## src/rtl/rr_refresh_pkg.sv

```systemverilog
package rr_refresh_pkg;
  localparam int unsigned NUM_FILT = 2;
  localparam int unsigned PER_W    = 2;

  typedef enum logic [1:0] {
    ST_IDLE = 2'd0,
    ST_PEND = 2'd1,
    ST_BUSY = 2'd2
  } rf_state_e;

  typedef enum logic [1:0] {
    BIN_WEAK   = 2'd0,
    BIN_MID    = 2'd1,
    BIN_STRONG = 2'd2
  } rf_bin_e;

  function automatic logic due_f(input rf_bin_e b, input logic [PER_W-1:0] p);
    case (b)
      BIN_WEAK: return 1'b1;
      BIN_MID:  return ~p[0];
      default:  return (p == '0);
    endcase
  endfunction
endpackage

```

## src/rtl/rr_bloom_filter.sv

```systemverilog
module rr_bloom_filter #(
  parameter int unsigned ROW_W     = 6,
  parameter int unsigned FILT_BITS = 32,
  parameter int unsigned NUM_HASH  = 2
) (
  input  logic             clk_i,
  input  logic             rst_ni,
  input  logic             clear_i,
  input  logic             we_i,
  input  logic [ROW_W-1:0] wr_row_i,
  input  logic [ROW_W-1:0] rd_row_i,
  output logic             hit_o
);
  localparam int unsigned IDX_W = $clog2(FILT_BITS);

  logic [FILT_BITS-1:0] bits_q, bits_d;

  // rotate left by k, fold IDX_W-bit slices, salt with k
  function automatic logic [IDX_W-1:0] hash_f(input logic [ROW_W-1:0] r, input int k);
    logic [ROW_W-1:0] v;
    logic [IDX_W-1:0] h;
    v = r;
    for (int s = 0; s < int'(ROW_W); s++)
      if (s < (k % int'(ROW_W))) v = {v[ROW_W-2:0], v[ROW_W-1]};
    h = IDX_W'(k);
    for (int c = 0; c < int'(ROW_W); c += int'(IDX_W)) h = h ^ IDX_W'(v >> c);
    return h;
  endfunction

  always_comb begin
    bits_d = bits_q;
    if (clear_i) bits_d = '0;
    else if (we_i)
      for (int k = 0; k < int'(NUM_HASH); k++) bits_d[hash_f(wr_row_i, k)] = 1'b1;
  end

  always_ff @(posedge clk_i or negedge rst_ni) begin
    if (!rst_ni) bits_q <= '0;
    else         bits_q <= bits_d;
  end

  always_comb begin
    hit_o = 1'b1;
    for (int k = 0; k < int'(NUM_HASH); k++) hit_o = hit_o & bits_q[hash_f(rd_row_i, k)];
  end

  assert_clear_empties_R8: assert property (@(posedge clk_i) disable iff (!rst_ni)
    clear_i |=> !hit_o);

  assert_insert_hits_R3: assert property (@(posedge clk_i) disable iff (!rst_ni)
    (we_i && !clear_i) |=> (rd_row_i != $past(wr_row_i) || hit_o));
endmodule

```

## src/rtl/rr_row_sequencer.sv

```systemverilog
module rr_row_sequencer
  import rr_refresh_pkg::*;
#(
  parameter int unsigned ROWS  = 64,
  parameter int unsigned ROW_W = 6
) (
  input  logic             clk_i,
  input  logic             rst_ni,
  input  logic             tick_i,
  output logic [ROW_W-1:0] row_o,
  output logic [PER_W-1:0] per_o
);
  localparam logic [ROW_W-1:0] LAST = ROW_W'(ROWS - 1);

  logic [ROW_W-1:0] row_q;
  logic [PER_W-1:0] per_q;

  always_ff @(posedge clk_i or negedge rst_ni) begin
    if (!rst_ni) begin
      row_q <= '0;
      per_q <= '0;
    end else if (tick_i) begin
      if (row_q == LAST) begin
        row_q <= '0;
        per_q <= per_q + PER_W'(1);
      end else begin
        row_q <= row_q + ROW_W'(1);
      end
    end
  end

  assign row_o = row_q;
  assign per_o = per_q;

  assert_wrap_R2: assert property (@(posedge clk_i) disable iff (!rst_ni)
    (tick_i && row_q == LAST) |=> (row_q == '0 && per_q == $past(per_q) + PER_W'(1)));

  assert_row_range_R2: assert property (@(posedge clk_i) disable iff (!rst_ni)
    {1'b0, row_q} < (ROW_W+1)'(ROWS));
endmodule

```

## src/rtl/rr_refresh_fsm.sv

```systemverilog
module rr_refresh_fsm
  import rr_refresh_pkg::*;
#(
  parameter int unsigned ROW_W    = 6,
  parameter int unsigned BUSY_CYC = 4
) (
  input  logic             clk_i,
  input  logic             rst_ni,
  input  logic             tick_i,
  input  logic             need_i,
  input  logic [ROW_W-1:0] row_i,
  input  logic             sched_idle_i,
  output logic             req_o,
  output logic [ROW_W-1:0] row_o,
  output logic             cmd_o,
  output logic             busy_o
);
  localparam int unsigned CNT_W = $clog2(BUSY_CYC + 1);

  rf_state_e        state_q;
  logic [CNT_W-1:0] cnt_q;
  logic [ROW_W-1:0] row_q;
  logic             cmd_q;

  always_ff @(posedge clk_i or negedge rst_ni) begin
    if (!rst_ni) begin
      state_q <= ST_IDLE;
      cnt_q   <= '0;
      row_q   <= '0;
      cmd_q   <= 1'b0;
    end else begin
      cmd_q <= 1'b0;
      case (state_q)
        ST_IDLE: if (tick_i && need_i) begin
          state_q <= ST_PEND;
          row_q   <= row_i;
        end
        ST_PEND: if (sched_idle_i) begin
          state_q <= ST_BUSY;
          cnt_q   <= CNT_W'(BUSY_CYC - 1);
          cmd_q   <= 1'b1;
        end
        ST_BUSY: begin
          if (cnt_q == '0) state_q <= ST_IDLE;
          else             cnt_q   <= cnt_q - CNT_W'(1);
        end
        default: state_q <= ST_IDLE;
      endcase
    end
  end

  assign req_o  = (state_q == ST_PEND);
  assign busy_o = (state_q == ST_BUSY);
  assign cmd_o  = cmd_q;
  assign row_o  = row_q;

  // checker: busy run length
  logic [CNT_W:0] run_q;
  always_ff @(posedge clk_i or negedge rst_ni) begin
    if (!rst_ni)     run_q <= '0;
    else if (busy_o) run_q <= run_q + (CNT_W+1)'(1);
    else             run_q <= '0;
  end

  assert_busy_len_R7: assert property (@(posedge clk_i) disable iff (!rst_ni)
    $fell(busy_o) |-> (run_q == (CNT_W+1)'(BUSY_CYC)));

  assert_issue_after_grant_R7: assert property (@(posedge clk_i) disable iff (!rst_ni)
    $rose(busy_o) |-> $past(req_o && sched_idle_i));

  assert_cmd_first_busy_R7: assert property (@(posedge clk_i) disable iff (!rst_ni)
    cmd_o |-> (busy_o && $rose(busy_o)));

  assert_hold_request_R6: assert property (@(posedge clk_i) disable iff (!rst_ni)
    (req_o && !sched_idle_i) |=> (req_o && $stable(row_o)));

  assert_tick_when_idle_R6: assert property (@(posedge clk_i) disable iff (!rst_ni)
    tick_i |-> (!req_o && !busy_o));
endmodule

```

## src/rtl/rr_refresh_ctrl.sv

```systemverilog
module rr_refresh_ctrl
  import rr_refresh_pkg::*;
#(
  parameter int unsigned ROWS      = 64,
  parameter int unsigned ROW_W     = $clog2(ROWS),
  parameter int unsigned FILT_BITS = 32,
  parameter int unsigned NUM_HASH  = 2,
  parameter int unsigned BUSY_CYC  = 4
) (
  input  logic             clk_i,
  input  logic             rst_ni,
  input  logic             tick_i,
  input  logic             clear_i,
  input  logic             prof_we_i,
  input  logic             prof_bin_i,
  input  logic [ROW_W-1:0] prof_row_i,
  input  logic             sched_idle_i,
  output logic             ref_req_o,
  output logic [ROW_W-1:0] ref_row_o,
  output logic             ref_cmd_o,
  output logic             busy_o
);
  logic [ROW_W-1:0]    cur_row;
  logic [PER_W-1:0]    cur_per;
  logic [NUM_FILT-1:0] hit;
  rf_bin_e             bin;
  logic                need;

  rr_row_sequencer #(.ROWS(ROWS), .ROW_W(ROW_W)) i_seq (
    .clk_i (clk_i),
    .rst_ni(rst_ni),
    .tick_i(tick_i),
    .row_o (cur_row),
    .per_o (cur_per)
  );

  for (genvar g = 0; g < int'(NUM_FILT); g++) begin : g_filt
    rr_bloom_filter #(.ROW_W(ROW_W), .FILT_BITS(FILT_BITS), .NUM_HASH(NUM_HASH)) i_bf (
      .clk_i   (clk_i),
      .rst_ni  (rst_ni),
      .clear_i (clear_i),
      .we_i    (prof_we_i && (prof_bin_i == 1'(g))),
      .wr_row_i(prof_row_i),
      .rd_row_i(cur_row),
      .hit_o   (hit[g])
    );
  end

  // lowest-index filter wins
  always_comb begin
    bin = BIN_STRONG;
    for (int f = int'(NUM_FILT) - 1; f >= 0; f--)
      if (hit[f]) bin = rf_bin_e'(2'(f));
  end

  assign need = due_f(bin, cur_per);

  rr_refresh_fsm #(.ROW_W(ROW_W), .BUSY_CYC(BUSY_CYC)) i_fsm (
    .clk_i       (clk_i),
    .rst_ni      (rst_ni),
    .tick_i      (tick_i),
    .need_i      (need),
    .row_i       (cur_row),
    .sched_idle_i(sched_idle_i),
    .req_o       (ref_req_o),
    .row_o       (ref_row_o),
    .cmd_o       (ref_cmd_o),
    .busy_o      (busy_o)
  );

  assert_weak_always_due_R5: assert property (@(posedge clk_i) disable iff (!rst_ni)
    (tick_i && hit[0]) |=> ref_req_o);
endmodule

```

## config.mk

```make
export PLATFORM = sky130hd
export DESIGN_NAME = rr_refresh_ctrl
export DESIGN_NICKNAME = d
export VERILOG_FILES = /design/src/rtl/rr_refresh_pkg.sv /design/src/rtl/rr_bloom_filter.sv /design/src/rtl/rr_row_sequencer.sv /design/src/rtl/rr_refresh_fsm.sv /design/src/rtl/rr_refresh_ctrl.sv
export SDC_FILE = /design/constraint.sdc
export NUM_CORES = 1
export LEC_CHECK = 0
export ABC_AREA = 1
export BUFFER_PORTS_ARGS = -buffer_cell sky130_fd_sc_hd__clkbuf_2
export CAP_MARGIN = 20
export CORE_ASPECT_RATIO = 0.6
export CORE_UTILIZATION = 25
export CTS_BUF_LIST = sky130_fd_sc_hd__clkbuf_4
export DETAILED_ROUTE_END_ITERATION = 16
export PLACE_DENSITY = 0.43
export SYNTH_ARGS = -nofsm -noshare
export SYNTH_HDL_FRONTEND = slang
export SYNTH_SLANG_ARGS = --single-unit
```

## constraint.sdc

```tcl
create_clock -name clk_i -period 3.5 [get_ports clk_i]
set_input_delay 0.7 -clock clk_i [delete_from_list [all_inputs] [get_ports clk_i]]
set_output_delay 0.7 -clock clk_i [all_outputs]
set_load 0.01 [all_outputs]
```

; After elaboration in Yosys (flattened, before gate mapping)
; Index checks and enable logic that the tools add are counted.
[classes]
add_sub_neg = 3
magnitude_cmp = 8
eq_ne = 8
n_mux = 35
bitwise = 16
reduce_logical = 17
[op_table]
columns = operator, n
row1 = $mux 32, 4
row2 = $or 32x32->32, 4
row3 = $lt 5x6->1 const B, 5
row4 = $mux 6, 5
row5 = $xor 5x1->5, 5
row6 = $bmux 1 s5, 4
row7 = $demux 1 s5, 3
row8 = $ge 5x1->1 const B, 3
row9 = $mux 2, 5
row10 = $mux 1, 9
row11 = $add 6x1->6 const B, 1
row12 = $eq 6x6->1 const B, 1
row13 = $logic_and 1x1->1, 6
row14 = $logic_not 2->1, 3
row15 = $mux 3, 2
row16 = $pmux 2 s3, 1
row17 = $pmux 3 s2, 1
row18 = $reduce_and 3->1, 2
row19 = $reduce_bool 2->1, 3
row20 = $not 1->1, 5
row21 = $eq 2x1->1 const B, 2
row22 = $ne 2x1->1 const B, 2
row23 = $ne 2x2->1 const B, 2
row24 = $reduce_and 2->1, 2
row25 = other kinds (6), 7
[word_totals]
register_bits = 84
in_bits = 13

; Logic depth before layout (Yosys ltp)
; Gate-level depths: netlist (run 1).
[depth]
word_depth = 13
mapped_depth = 18

; By module
; Synthesis (run 1) repeated with hierarchy kept, for this count alone.
[unflattened]
hier_cells = 842
area_unflattened_um2 = 5703.0
[by_module_without_submodules]
columns = mod, instances, cells_each, area_per_inst_um2, seq_area_each_um2
row1 = rr_bloom_filter (g_filt[0].i_bf), 1, 363, 2342.2, 800.8
row2 = rr_bloom_filter (g_filt[1].i_bf), 1, 363, 2323.5, 800.8
row3 = rr_refresh_fsm, 1, 65, 586.8, 300.3
row4 = rr_row_sequencer, 1, 41, 412.9, 200.2
row5 = rr_refresh_ctrl, 1, 10, 37.5, 0.0

; Worst setup path before layout (run 1)
; OpenSTA, ideal clock, no wires.
[synth_timing]
kind = register -> register
start = register i_seq.row_q[4], in the netlist i_seq.row_o[4]
end = register i_fsm.row_q[0], in the netlist i_fsm.row_o[0]
arrival_time_ns = 2.065
t_required_ns = 3.383
slack_ns = 1.317
stages_incl_launch_ff = 16
period_less_slack_ns = 2.183
path_cell_list = dfrtp_1 > ha_1 > buf_2 > inv_1 > buf_2 > nand2_1 > nand3_1 > nand3_1 > nand3_1 > nand2_1 > a21oi_1 > nand3_1 > nand3_1 > nand3_2 > nand2_1 > nand2_1
[synth_between]
elab_chain_cells = 10
elab_cells_between_ends = 19
classes_between = eq/ne: 1 / mux: 11 / bitwise: 4 / reduce/logical: 3
[synth_lines]
columns = item, line
row1 = start: declaration, rr_row_sequencer.sv:15  ; logic [ROW_W-1:0] row_q;
row2 = start signal: assignment, rr_row_sequencer.sv:27  ; row_q <= row_q + ROW_W'(1);
row3 = $xor 5x1->5, rr_bloom_filter.sv:26  ; for (int c = 0; c < int'(ROW_W); c += int'(IDX_W)) h = h ^ IDX_W'(v >> c);
row4 = $bmux 1 s5, rr_bloom_filter.sv:44  ; for (int k = 0; k < int'(NUM_HASH); k++) hit_o = hit_o & bits_q[hash_f(rd_row_i, k)];
row5 = $mux 1 (not written as such), rr_bloom_filter.sv:44
row6 = $and 1x1->1, rr_bloom_filter.sv:44
row7 = $mux 2, rr_refresh_ctrl.sv:53  ; if (hit[f]) bin = rf_bin_e'(2'(f));
row8 = $mux 2 (*), rr_refresh_ctrl.sv:53
row9 = $eq 2x1->1 or $logic_not 2->1 (tied branches), rr_refresh_pkg.sv:18  ; case (b)
row10 = $pmux 1 s2 (*), rr_refresh_pkg.sv:18
row11 = $logic_and 1x1->1 (*), rr_refresh_fsm.sv:34  ; ST_IDLE: if (tick_i && need_i) begin
row12 = $reduce_and 2->1 (no line) (*), --
row13 = end signal: assignment, rr_refresh_fsm.sv:36  ; row_q <= row_i;
row14 = end: declaration, rr_refresh_fsm.sv:22  ; logic [ROW_W-1:0] row_q;
; Mark *: on every way between the ends. The rest lies on a longest branch, timed or not. The select of a mux whose other input is x is not followed.
; A chain may end at the register's enable or synchronous reset.

; Worst setup path after layout (run 1)
[layout_timing]
start = register i_seq.row_q[0], in the netlist i_seq.row_o[0]
end = register i_fsm.row_q[5], in the netlist i_fsm.row_o[5]
; Same word-level chain as after synthesis.

==> reports/qor.csv, run 1 <==
stage;metric;value;unit
outcome;status;finished clean;
power_and_ir_drop;p_sw;1.83;mW
setup_path;critPathLaunchType;register;
detailed_routing;first_pass_iters;5;
grt;grt_pass1_wl;27.9;mm
timing;setup_viol_count_final;0;
die;dieArea;20600;um2
clock_network;cts_made_buffers;9;
setup_path;crit_path_end_kind;register;
min_path;min_path_type;input pin to async pin;
die;rows;39;
power_and_ir_drop;comb_power_share;48.2;%
logic_synthesis;async_flop_share;100;%
die;start_util;25.9;%
logic_synthesis;syn_nets;728;
placed_design;place.gp.congestion;0.872;
layout;post-route-util;28.9;%
timing;relSlewSlack;45.4;%
clock_network;postCtsSetupBuffers;0;
timing;setup-tns-final;0;ns
timing;clock_skew;0.0203;ns
detailed_routing;num_vias;4960;
logic_synthesis;synth_top_cell_by_area;dfrtp_1;
die;die_height;111;um
placed_design;portBuffers;21;
power_and_ir_drop;p_int;2.03;mW
logic_synthesis;seq_area_frac_synth;42.1;%
logic_synthesis;netlist_instances;710;
setup_path;crit_buf_inv;1;
setup_path;arrival;3.24;ns
timing;rsz0062_at_grt;false;
layout;fin_area;5570;um2
grt;grt_overflow_total;0;
detailed_routing;drt_iter0_markers;594;
timing;min_period;2.84;ns
clock_network;postCtsResizedCells;0;
clock_network;clock_sinks;84;
setup_path;crit_fanout;31;
layout;multiInputGateArea;2510;um2
setup_path;crit_family;simple AND/OR/NAND/NOR gates;
logic_synthesis;post-synth-top-count-cell;nand2_1;
timing;post-route-period-util;81.0;%
power_and_ir_drop;power_frac_clock;20.8;%
logic_synthesis;synth_area;4990;um2
logic_synthesis;ys_ff_latch;84;
clock_network;clockBufferDepth;2;
placed_design;hpwlAfterDp;12.7;mm
clock_network;path_clk_slew;0.14;ns
clock_network;h-tree-depth;3;
clock_network;cts_tree;done;
logic_synthesis;synth-edff-count;0;
timing;hold_violations;0;
die;core;19300;um2
power_and_ir_drop;seqPwrFrac;30.9;%
placed_design;dp_slack;0.723;ns
power_and_ir_drop;p_leak;2.62;nW
layout;drive_above_1_share;7.60;%
timing;whs;0.208;ns
timing;drv_slew;0;
logic_synthesis;ys_warn_count;0;
layout;area_delta_synth_final;11.5;%
setup_path;crit_chain;buf_4 -> nand2_2 -> nand2_2 -> nand2_1 -> nand3_1 -> nand3_1 -> nand2_1 -> nor2_1 -> nand2_1 -> nand3_1 -> nand3_1 -> nand3_2 -> nand2_1 -> nand2_1;
logic_synthesis;synthTopCellsByArea;dfrtp_1 42%, nand2_1 15%, nand3_1 9.9%;
timing;max_slew.worst_pin.slew;0.818;ns
logic_synthesis;synth_top_area_share;42.1;%
clock_network;clock_latency;0.49;ns
die;die_w;184;um
grt;grt_start_max_net_pins;51;
job;maxCapViolCount;0;
logic_synthesis;ys_top_cells_by_count;205 x nand2_1, 99 x nand3_1, 84 x dfrtp_1;
die;pin_count;22;
detailed_routing;via_per_inst;5.00;
layout;register_area;2100;um2
placed_design;placedInstanceArea;5360;um2
layout;fill_cells;2130;
layout;nNetsFinal;737;
detailed_routing;ant_nets;0;
detailed_routing;drc;0;
detailed_routing;wl;17.5;mm
timing;worst_slack;0.664;ns
grt;grt_antenna_before_repair;1;
power_and_ir_drop;swShare;47.5;%
clock_network;clock-root-buffer;clkbuf_4;
timing;max_freq;353;MHz
logic_synthesis;ys_types;26;
grt;grt.total_usage;17.9;%
setup_path;path_common_cell;nand2_1;
grt;grt_pass1_vias;4617;
detailed_routing;routedWlPerCell;17.6;um
clock_network;cts_hold_buf;0;
setup_path;slowest_delay;0.52;ns
logic_synthesis;synth_area_per_cell;7.03;um2
setup_path;crit_type;register to register;
power_and_ir_drop;ir_worst_vdd;0.346;mV
setup_path;cpMaxStageDelayCell;nand2_2;
setup_path;cp_data_required_time;3.90;ns
logic_synthesis;synth_ff_type;dfrtp_1;
power_and_ir_drop;power_density;693;nW/um2
-- power groups by stage --
stage                     sequential, mW  combinational [mW]  clock [mW]
after detailed placement            1.21                1.83           0
after global routing                1.21                2.08       0.866
final                               1.19                1.86       0.804
after floorplan                     1.18                1.33           0
after CTS                           1.19                1.84       0.828
after global placement              1.21                1.82           0
-- sequential cells by signal, indices dropped and copies added (netlist names) --
register,count
i_fsm.row_o,6
i_seq.per_o,2
g_filt.i_bf.bits_q,64
i_fsm.cmd_o,1
i_seq.row_o,6
i_fsm.cnt_q,3
i_fsm.state_q,2
-- layout make-up --
| cell class | instances | share of cell area [%] |
|---|---|---|
| Multi-Input combinational cell | 531 | 45.1 |
| Sequential cell | 84 | 37.7 |
| Tap cell | 266 | 5.97 |
| Inverter | 62 | 4.18 |
| Timing Repair Buffer | 31 | 3.28 |
| Clock inverter | 7 | 2.47 |
| Clock buffer | 9 | 1.21 |
| Antenna cell | 2 | 0.0898 |
-- layout by cell type, fill, tap and decap left out, drive strengths merged --
master	synthesis	final
nand3	101	101
nand2	209	209
clkinv	0	2
o211ai	2	2
o21ai	14	14
inv	62	63
a22o	32	32
clkbuf	16	29
a31oi	1	1
xor2	3	3
a21oi	79	79
a21boi	1	1
a22oi	1	1
xnor2	1	1
diode	0	2
nand4	1	1
bufinv	0	4
nor2	79	79
ha	5	5
dfrtp	84	84
nor3	2	2
buf	17	11
-- metal layers --
| metal | part of all wire (%) | vias to the layer above | global-route usage, % |
|---|---|---|---|
| met5 | 0 | - | 0 |
| met4 | 0.80 | 0 | 3.28 |
| met3 | 8.4 | 20 | 4.35 |
| met2 | 36 | 224 | 21.8 |
| met1 | 55 | 2374 | 30.3 |
| li1 | - | 2342 | - |
-- kinds of logic after synthesis --
| family | share of synthesized area, % |
|---|---|
| adder cells (fa/ha/maj) | 1.25 |
| AO/OA/AOI/OAI | 15.7 |
| flip-flops | 42.1 |
| buffers and inverters | 7.72 |
| AND/OR/NAND/NOR | 32.6 |
| XOR/XNOR | 0.702 |
-- path summary, 6_finish.rpt --
check	startpoint	end	slack, ns	cells past startpoint
worst max-delay path	i_seq.row_o[0]	i_fsm.row_o[5]	0.66	14
worst max register to register	i_seq.row_o[0]	i_fsm.row_o[5]	0.66	14
worst min-delay path	rst_ni	g_filt[1].i_bf.bits_q[3]	0.21	1
worst min register to register	i_fsm.row_o[3]	i_fsm.row_o[3]	0.50	2
max in group asynchronous	rst_ni	i_fsm.cmd_o	2.55	2
min in group clk_i	sched_idle_i	i_fsm.state_q[0]	0.39	2
-- worst reg2reg max path, cell delays in order (launching register included) --
cell     delay (ns)
dfrtp_1        0.48
buf_4          0.32
nand2_2        0.22
nand2_2        0.53
nand2_1        0.12
nand3_1        0.10
nand3_1        0.13
nand2_1        0.12
nor2_1         0.04
nand2_1        0.09
nand3_1        0.14
nand3_1        0.14
nand3_2        0.16
nand2_1        0.11
nand2_1        0.06
-- per-stage QoR --
stage	std cells	total power, mW
global route	991	4.16
floorplan	710	2.52
finish	992	3.86
CTS	990	3.86
global placement	974	3.03
detailed placement	974	3.04
(Power assumes the default switching activity.)
==> run 2, diff against run 1 <==
PLACE_DENSITY = 0.44   (was 0.43)
clock period = 2.6 ns   (was 3.5 ns; I/O delays follow)
==> reports/qor.csv, run 2 (same netlist as run 1, synthesis figures left out) <==
stage;metric;value;unit
outcome;status;finished clean;
clock_network;clock_latency;0.48;ns
setup_path;arrival;2.72;ns
min_path;hp-start;sched_idle_i;
setup_path;rrSetupSlack;0.25;ns
layout;multiInputGateArea;2520;um2
timing;setup_viol_count_final;0;
timing;clock_skew;0.0275;ns
die;die_w;184;um
clock_network;clockBufferDepth;2;
layout;fill_cells;2169;
clock_network;h-tree-depth;3;
die;pin_count;22;
setup_path;cp_data_required_time;2.97;ns
min_path;min_to;i_fsm.state_q[0];
timing;min_period;2.35;ns
setup_path;crit_path_end_kind;register;
job;maxCapViolCount;0;
grt;grt_overflow_total;0;
layout;regMostFlops;g_filt.i_bf.bits_q;
detailed_routing;wl_met1;9.58;mm
grt;grt_pass1_wl;27.3;mm
setup_path;rr_worst_depth;12;
setup_path;critPathLaunchType;register;
layout;most-common-layout-cells;205 x nand2_1, 98 x nand3_1, 84 x dfrtp_1;
die;die_height;111;um
setup_path;crit_fanout;41;
timing;drv_slew;0;
power_and_ir_drop;p_int;2.61;mW
grt;grt_start_max_net_pins;65;
timing;setup-tns-final;0;ns
setup_path;slowest_delay;0.41;ns
detailed_routing;dr_wl_met3;1.32;mm
detailed_routing;wl;17.1;mm
clock_network;postCtsSetupBuffers;0;
grt;grt_antenna_before_repair;0;
timing;post-route-period-util;90.4;%
power_and_ir_drop;power;5.11;mW
die;start_util;25.9;%
grt;grt.total_usage;17.6;%
detailed_routing;first_pass_iters;4;
power_and_ir_drop;comb_power_share;56.1;%
setup_path;crit_chain;ha_1 -> buf_12 -> o21ai_0 -> nand3_1 -> nand3_1 -> nand2_1 -> a21oi_2 -> nand3_1 -> nand3_1 -> nand3_2 -> nand2_1 -> nand2_1;
setup_path;rr_startpoint;i_seq.row_o[4];
detailed_routing;via_per_inst;4.74;
power_and_ir_drop;p_leak;2.69;nW
power_and_ir_drop;swShare;48.9;%
clock_network;clock-root-buffer;clkbuf_4;
timing;relSlewSlack;54.7;%
clock_network;cts_tree;done;
detailed_routing;drt_iter0_markers;536;
power_and_ir_drop;p_sw;2.50;mW
die;rows;39;
power_and_ir_drop;power_density;896;nW/um2
layout;layout_commonest_cell;nand2_1;
timing;max_slew.worst_pin.slew;0.677;ns
detailed_routing;num_vias;4786;
timing;max_freq;426;MHz
power_and_ir_drop;seqPwrFrac;30.8;%
setup_path;crit_type;register to register;
layout;drive_above_1_share;9.83;%
min_path;min_path_type;input pin to register;
detailed_routing;drc;0;
setup_path;cpMaxStageDelayCell;dfrtp_1;
power_and_ir_drop;power_frac_clock;13.1;%
die;dieArea;20600;um2
clock_network;cts_made_buffers;9;
timing;rsz0062_at_grt;false;
placed_design;portBuffers;21;
layout;area_delta_synth_final;14.2;%
clock_network;path_clk_slew;0.15;ns
die;core;19300;um2
detailed_routing;met2_length;6.09;mm
min_path;min_path_cells;2;
detailed_routing;routedWlPerCell;17.0;um
clock_network;clock_sinks;84;
detailed_routing;top_layer_used;met4;
layout;nNetsFinal;756;
setup_path;path_common_cell;nand3_1;
grt;grt_pass1_vias;4602;
power_and_ir_drop;ir_worst_vdd;0.587;mV
placed_design;hpwlAfterDp;12.6;mm
placed_design;place.gp.congestion;0.860;
layout;largest_reg_flops;64;
detailed_routing;ant_nets;0;
timing;hold_violations;0;
setup_path;r2r_end;i_fsm.row_o[3];
layout;register_area;2100;um2
run 2: cell count changes in the layout (fill, tap and decap cells not counted), moves of 2 or more:
cell        change
clkinv_1        +2
bufinv_16       -4
buf_12          +6
clkinvlp_4      +2
buf_4          +11
run 2: cell type report:
type | instances | area share (%)
antenna | 1 | 0.0439
clock buffer | 10 | 1.32
clock inverter | 6 | 0.549
inverter | 62 | 4.08
multi-input combinational | 531 | 44.2
sequential | 84 | 36.9
tap | 266 | 5.84
timing repair buffer | 50 | 7.13
run 2: worst max path at each step:
stage          cells past startpoint        endpoint      startpoint
6_report                          12  i_fsm.row_o[3]  i_seq.row_o[4]
5_1_grt                           16  i_fsm.row_o[0]  i_seq.row_o[4]
4_1_cts                           16  i_fsm.row_o[4]  i_seq.row_o[4]
3_5_place_dp                      16  i_fsm.row_o[2]  i_seq.row_o[4]
3_3_place_gp                      14  i_fsm.row_o[5]  i_seq.row_o[5]
2_1_floorplan                     15  i_fsm.row_o[0]  i_seq.row_o[4]
run 2: repair_timing:
| action | in CTS | in global routing |
|---|---|---|
| resized for setup | 0 | 3 |
| hold endpoints to repair | 18 | 0 |
| endpoints found under the setup margin | 0 | 7 |
| hold buffers | 1 | 0 |
run 2: metal layers:
layer  GRT usage, %  vias up
li1               -     2386
met1           29.4     2249
met2           21.3      137
met3           4.78       14
met4           3.22        0
met5              0        -
run 2: power groups by stage:
stage / Sequential (mW) / Clock (mW) / Combinational [mW]
6_report: 1.57 / 0.671 / 2.86
5_1_grt: 1.60 / 0.758 / 3.21
4_1_cts: 1.58 / 0.707 / 2.82
3_5_place_dp: 1.60 / 0 / 2.81
3_3_place_gp: 1.61 / 0 / 2.82
2_1_floorplan: 1.59 / 0 / 1.79
run 2: critical path, delay by kind of cell, from the launching register on:
family                     cells  cell delay [ns]
adders and majority gates      1             0.34
buffers and inverters          1             0.19
DFF                            1             0.41
and+or+nand+nor                8             0.87
AOI/OAI and AO/OA              2             0.40
run 2: metrics by stage:
| stage | utilization, % | hold slack, ns | worst slack [ns] | instances | cell area, um2 |
|---|---|---|---|---|---|
| final | 29.6 | 0.208 | 0.250 | 1010 | 5700 |
| after global routing | 29.6 | 0.190 | 0.00653 | 1009 | 5700 |
| after CTS | 29.5 | 0.168 | 0.207 | 1009 | 5690 |
| after detailed placement | 28.9 | 0.427 | 0.250 | 992 | 5570 |
| after global placement | 28.9 | 0.425 | 0.264 | 992 | 5570 |
| after floorplan | - | 0.224 | 0.417 | 710 | 4990 |
